$ cat src/rtl/key_gate_pkg.sv
package key_gate_pkg;

  localparam int BIT_INIT_REQ = 7;
  localparam int BIT_INIT_RDY = 6;
  localparam int BIT_SYNC     = 5;
  localparam int BIT_CAL_SET  = 4;

  typedef enum logic [1:0] {
    KEY_LOCKED = 2'd0,
    KEY_HALF   = 2'd1,
    KEY_OPEN   = 2'd2
  } keyState_e;

  typedef struct packed {
    logic setInit;
    logic clrInit;
    logic clrSync;
  } gateStb_t;

endpackage

$ cat src/rtl/key_gate_ctrl.sv
module key_gate_ctrl
  import key_gate_pkg::*;
#(
  parameter int ADDR_W      = 4,
  parameter int DATA_W      = 8,
  parameter int NUM_PROT    = 5,
  parameter int STATUS_ADDR = 5,
  parameter int KEY_ADDR    = 6,
  parameter logic [DATA_W-1:0] KEY_FIRST  = 8'hCA,
  parameter logic [DATA_W-1:0] KEY_SECOND = 8'h53
) (
  input  logic              clk,
  input  logic              rstN,
  input  logic              busWr,
  input  logic [ADDR_W-1:0] busAddr,
  input  logic [DATA_W-1:0] busWdata,
  output gateStb_t          stb,
  output logic              isUnlocked,
  output logic              protWrEn
);

  localparam logic [ADDR_W-1:0] PROT_LIMIT = ADDR_W'(NUM_PROT);
  localparam logic [ADDR_W-1:0] STAT_A     = ADDR_W'(STATUS_ADDR);
  localparam logic [ADDR_W-1:0] KEY_A      = ADDR_W'(KEY_ADDR);

  keyState_e keyState, keyNext;
  logic keyWr, statWr;

  assign keyWr  = busWr && (busAddr == KEY_A);
  assign statWr = busWr && (busAddr == STAT_A) && (keyState == KEY_OPEN);

  always_comb begin
    keyNext = keyState;
    if (keyWr) begin
      if (busWdata == KEY_FIRST)
        keyNext = KEY_HALF;
      else if (busWdata == KEY_SECOND && keyState == KEY_HALF)
        keyNext = KEY_OPEN;
      else
        keyNext = KEY_LOCKED;
    end
  end

  always_ff @(posedge clk or negedge rstN) begin
    if (!rstN) keyState <= KEY_LOCKED;
    else       keyState <= keyNext;
  end

  assign isUnlocked  = (keyState == KEY_OPEN);
  assign protWrEn    = busWr && isUnlocked && (busAddr < PROT_LIMIT);
  assign stb.setInit = statWr && busWdata[BIT_INIT_REQ];
  assign stb.clrInit = statWr && !busWdata[BIT_INIT_REQ];
  assign stb.clrSync = statWr && !busWdata[BIT_SYNC];

  // opening only ever follows the second key right after the first
  assert_open_needs_pair_R2: assert property (@(posedge clk) disable iff (!rstN)
    $rose(isUnlocked) |-> $past(keyWr && busWdata == KEY_SECOND && keyState == KEY_HALF));

  // a foreign key byte always closes the gate
  assert_wrong_key_locks_R3: assert property (@(posedge clk) disable iff (!rstN)
    (keyWr && busWdata != KEY_FIRST && busWdata != KEY_SECOND) |=> !isUnlocked);

  // qualifier never reaches status or key addresses
  assert_no_prot_on_ctl_R6: assert property (@(posedge clk) disable iff (!rstN)
    (busWr && (busAddr == STAT_A || busAddr == KEY_A)) |-> !protWrEn);

endmodule

$ cat src/rtl/key_gate_flags.sv
module key_gate_flags
  import key_gate_pkg::*;
#(
  parameter int SETTLE_TICKS = 2
) (
  input  logic     clk,
  input  logic     rstN,
  input  gateStb_t stb,
  input  logic     slowTick,
  input  logic     calYearNz,
  output logic [7:0] statusBits
);

  localparam int CNT_W = $clog2(SETTLE_TICKS + 1);
  localparam logic [CNT_W-1:0] LAST_CNT = CNT_W'(SETTLE_TICKS - 1);

  logic initReq, initRdy, syncFlag, calSet;
  logic [CNT_W-1:0] initCnt, syncCnt;

  always_ff @(posedge clk or negedge rstN) begin
    if (!rstN) begin
      initReq <= 1'b0;
      initRdy <= 1'b0;
      initCnt <= '0;
    end else if (stb.clrInit) begin
      initReq <= 1'b0;
      initRdy <= 1'b0;
      initCnt <= '0;
    end else begin
      if (stb.setInit) initReq <= 1'b1;
      if (initReq && !initRdy && slowTick) begin
        if (initCnt == LAST_CNT) initRdy <= 1'b1;
        initCnt <= initCnt + 1'b1;
      end
    end
  end

  always_ff @(posedge clk or negedge rstN) begin
    if (!rstN) begin
      syncFlag <= 1'b0;
      syncCnt  <= '0;
    end else if (initReq || stb.setInit || stb.clrSync) begin
      syncFlag <= 1'b0;
      syncCnt  <= '0;
    end else if (!syncFlag && slowTick) begin
      if (syncCnt == LAST_CNT) syncFlag <= 1'b1;
      syncCnt <= syncCnt + 1'b1;
    end
  end

  always_ff @(posedge clk or negedge rstN) begin
    if (!rstN)          calSet <= 1'b0;
    else if (calYearNz) calSet <= 1'b1;
  end

  always_comb begin
    statusBits = '0;
    statusBits[BIT_INIT_REQ] = initReq;
    statusBits[BIT_INIT_RDY] = initRdy;
    statusBits[BIT_SYNC]     = syncFlag;
    statusBits[BIT_CAL_SET]  = calSet;
  end

  // ready rises only on a slow strobe while requested
  assert_ready_on_tick_R7: assert property (@(posedge clk) disable iff (!rstN)
    $rose(initRdy) |-> (initReq && $past(slowTick)));

  // leaving init mode drops ready together with request
  assert_exit_clears_ready_R8: assert property (@(posedge clk) disable iff (!rstN)
    $fell(initReq) |-> !initRdy);

  // resync flag comes back only on a slow strobe
  assert_sync_on_tick_R9: assert property (@(posedge clk) disable iff (!rstN)
    $rose(syncFlag) |-> $past(slowTick));

  // resync held low during init mode
  assert_sync_low_in_init_R10: assert property (@(posedge clk) disable iff (!rstN)
    initReq |=> !syncFlag);

  // calendar-set flag is sticky
  assert_cal_sticky_R11: assert property (@(posedge clk) disable iff (!rstN)
    calSet |=> calSet);

endmodule

$ cat src/rtl/key_gate_top.sv
module key_gate_top
  import key_gate_pkg::*;
#(
  parameter int ADDR_W       = 4,
  parameter int DATA_W       = 8,
  parameter int NUM_PROT     = 5,
  parameter int STATUS_ADDR  = 5,
  parameter int KEY_ADDR     = 6,
  parameter int SETTLE_TICKS = 2
) (
  input  logic              clk,
  input  logic              rstN,
  input  logic              slowTick,
  input  logic              busWr,
  input  logic [ADDR_W-1:0] busAddr,
  input  logic [DATA_W-1:0] busWdata,
  input  logic              calYearNz,
  output logic              protWrEn,
  output logic              isUnlocked,
  output logic [7:0]        statusBits
);

  gateStb_t stb;

  key_gate_ctrl #(
    .ADDR_W(ADDR_W), .DATA_W(DATA_W), .NUM_PROT(NUM_PROT),
    .STATUS_ADDR(STATUS_ADDR), .KEY_ADDR(KEY_ADDR)
  ) uCtrl (
    .clk(clk), .rstN(rstN), .busWr(busWr), .busAddr(busAddr),
    .busWdata(busWdata), .stb(stb), .isUnlocked(isUnlocked),
    .protWrEn(protWrEn)
  );

  key_gate_flags #(.SETTLE_TICKS(SETTLE_TICKS)) uFlags (
    .clk(clk), .rstN(rstN), .stb(stb), .slowTick(slowTick),
    .calYearNz(calYearNz), .statusBits(statusBits)
  );

  // while locked the status register cannot change except by strobes/year input
  assert_locked_no_init_R5: assert property (@(posedge clk) disable iff (!rstN)
    (!isUnlocked && !statusBits[7]) |=> !statusBits[7]);

endmodule

$ cat config.mk
export PLATFORM = sky130hd
export DESIGN_NAME = key_gate_top
export DESIGN_NICKNAME = d
export VERILOG_FILES = /design/src/rtl/key_gate_pkg.sv /design/src/rtl/key_gate_ctrl.sv /design/src/rtl/key_gate_flags.sv /design/src/rtl/key_gate_top.sv
export SDC_FILE = /design/constraint.sdc
export NUM_CORES = 1
export LEC_CHECK = 0
export ABC_AREA = 1
export CAP_MARGIN = 10
export CORE_MARGIN = 1
export CORE_UTILIZATION = 47
export CTS_BUF_LIST = sky130_fd_sc_hd__clkbuf_2
export DETAILED_ROUTE_END_ITERATION = 12
export PLACE_DENSITY_LB_ADDON = 0.12
export SLEW_MARGIN = 0
export SYNTH_ARGS = -nofsm -noshare
export SYNTH_HDL_FRONTEND = slang
export SYNTH_SLANG_ARGS = --single-unit
$ cat constraint.sdc
create_clock -name clk -period 2 [get_ports clk]
set_input_delay 0.6 -clock clk [delete_from_list [all_inputs] [get_ports clk]]
set_output_delay 0.6 -clock clk [all_outputs]
set_load 0.05 [all_outputs]
==> results of run 1 <==
==> sequential cells by signal (all words and copies together) (netlist names) <==
| register | count |
|---|---|
| uFlags.syncFlag | 1 |
| uFlags.initCnt | 2 |
| uCtrl.keyState | 2 |
| uFlags.initReq | 1 |
| uFlags.initRdy | 1 |
| uFlags.syncCnt | 2 |
| uFlags.calSet | 1 |
==> critical path: cells and delay by family <==
kind / cells / cell delay, ns
buffers and inverters: 2 / 0.37
AND/OR/NAND/NOR: 1 / 0.20
AO/OA/AOI/OAI: 1 / 0.14
==> layer usage <==
layer  wire, um  up-vias
met4         28        0
met1        553      268
met2        593       21
met3         80        5
met5          0        -
li1           -      326
==> repair_timing <==
item / CTS / global route
hold endpoints to repair: 0 / 0
gates resized for setup: 8 / 0
endpoints found under the setup margin: 1 / 0
==> report_power, final <==
group	internal [W]	switching (W)	total, W	leakage [nW]
sequential	0.000227	0.0000166	0.000244	0.116
combinational	0.0000762	0.0000986	0.000175	0.365
clock	0.0000434	0.0000783	0.000122	0.0140
total	0.000347	0.000194	0.000541	0.495
==> placed cells by master, fill, tap and decap left out, types with 2 or more instances in the layout <==
cell type	n
ha_1	2
conb_1	4
nand2_1	23
nor2_1	8
nand2_2	2
dlygate4sd2_1	5
o21ai_1	3
clkdlybuf4s50_1	11
clkbuf_2	3
nand3_1	6
dfrtp_1	10
buf_12	2
buf_4	9
nor3_1	2
nor2_2	2
inv_1	20
==> kinds of logic after synthesis <==
| group | share of synthesized area [%] |
|---|---|
| AOI/OAI and AO/OA | 4.27 |
| xor gates and xnor gates | 1.30 |
| adders and majority gates | 3.71 |
| buffers and inverters | 20.6 |
| DFF | 37.1 |
| other | 0.556 |
| and+or+nand+nor | 32.5 |
==> worst max-delay path by stage <==
stage	startpoint	endpoint	cells after the start
final	busAddr[1]	protWrEn	4
after floorplan	busWr	protWrEn	3
after global routing	busWr	protWrEn	5
after CTS	busAddr[1]	protWrEn	4
after global placement	busWr	protWrEn	5
after detailed placement	busWr	protWrEn	5
==> cell type report <==
class                           count  area, um2
Fill cell                         116        388
Multi-Input combinational cell     60        302
Timing Repair Buffer               27        262
Sequential cell                    10        250
Inverter                           21       78.8
Tap cell                           15       18.8
Clock buffer                        3       15.0
Clock inverter                      1       3.75
==> through the flow <==
| step | cell area, um2 | util [%] | std cells |
|---|---|---|---|
| CTS | 930 | 70.6 | 137 |
| detailed placement | 912 | 69.2 | 133 |
| global route | 930 | 70.6 | 137 |
| finish | 930 | 70.6 | 137 |
| global placement | 912 | 69.2 | 133 |
| floorplan | 686 | - | 99 |
==> flow_summary.ini, run 1 <==
[synth]
synth_area_um2 = 674
synth_edf_count = 0
synth.top_cell.area_share_pct = 37.1
synth_area_leaders = dfrtp_1 37%, nand2_1 13%, inv_1 12%, buf_4 8.9%, nand3_1 4.5%
yosysMostFrequentCell = nand2_1
ys_ff_latch = 10
synthFlopType = dfrtp_1
seq_area_frac_synth_pct = 37.1
ys_async_sr_fraction_pct = 100
ys_types = 21
synth_largest_area_cell = dfrtp_1
yosysWarnings = 0
synth_commonest_cells = 23 x nand2_1, 21 x inv_1, 10 x dfrtp_1
syn_area_per_cell_um2 = 7.02
netlist_instances = 96

[critical_path]
cp_slowest_stage_delay_ns = 0.24
reg2reg_slack_ns = 0.89
cp_cell_sequence = dlygate4sd2_1 > o21ai_1 > and3_4 > buf_12
ff2ff_path_depth = 7
crit_type = primary input to primary output
end_kind = primary output
r2r_start = uCtrl.keyState[0]
worstPathRequired_ns = 1.40
crit_fanout = 2
worstPathArrival_ns = 1.32
start_kind = primary input
critPathSlowestCell = dlygate4sd2_1
r2r_end = uFlags.initCnt[1]

[global_routing]
antenna_found_initial = 0
track_usage_pct = 19.3
grtUsageMet2_pct = 31.0
grt_max_degree = 11
grt_pass1_vias = 506
gr-usage-met3_pct = 6.82
grtUsageMet1_pct = 21.7
busiest_layer = met2
globalRoute.totalOverflow = 0
grt_first_pass_wirelength_um = 1940

[power_and_ir_drop]
powerDensity_mw_per_mm2 = 582
total_power_w = 0.000541
ir_worst_vdd_mv = 0.517
power.leakage_nw = 0.495

[timing]
worst_slack_ns = 0.0832
setup_viol = 0
maxSlewViolCount = 0
max_clock_freq_mhz = 522
rsz0062_at_grt = false
timing.hold.ws_ns = 0.494
setup_tns_ns = 0
fin_crit_sh_pct = 95.8
hold_viol = 0
period_needed_ns = 1.92
skew_ns = 0.00391

[clocking]
clk_pin_slew_ns = 0.11
htreeDepth = 1
root_buffer = clkbuf_2
tritoncts = done
postCtsHoldBufs = 0
cts_buffer_depth = 2
post-cts-setup-buffers = 0
cts_buffers = 3
clock_latency_ns = 0.27
clock_sinks = 10

[drt]
drc = 0
drt-initial-drc-count = 6
num_vias = 620
drt_wl_total_um = 1260
vias_per_cell = 4.53
drtPass1Iterations = 2
wl_per_cell_um = 9.17
drtAntennaViolNets = 0

[floorplan]
start_util_pct = 51.2
die_h_um = 39.9
io_pins = 27
coreArea_mm2 = 0.00132
die_area_mm2 = 0.00159
die_x_um = 39.9
rows = 13

[finish]
syn2layout_area_growth_pct = 37.8
drive_gt1_share_pct = 18.9
antenna_cells = 0
fin_nets = 142

[placed_design]
gp_congestion = 0.698
portBuffers = 22
dp_hpwl_um = 1020
pre_cts_ws_ns = -0.205

[min_path]
min_path_type = flip-flop to flip-flop
holdPathEnd = uCtrl.keyState[0]
min_from = uCtrl.keyState[0]
min_path_cells = 2

[status]
status = finished clean

[job]
cap_violations = 0
(Power assumes the default switching activity.)
==> run 2: changes to the inputs <==
- GPL_ROUTABILITY_DRIVEN: unset -> 1
==> results of run 2 <==
Final layout, timing and power as in run 1 (identical DEF).
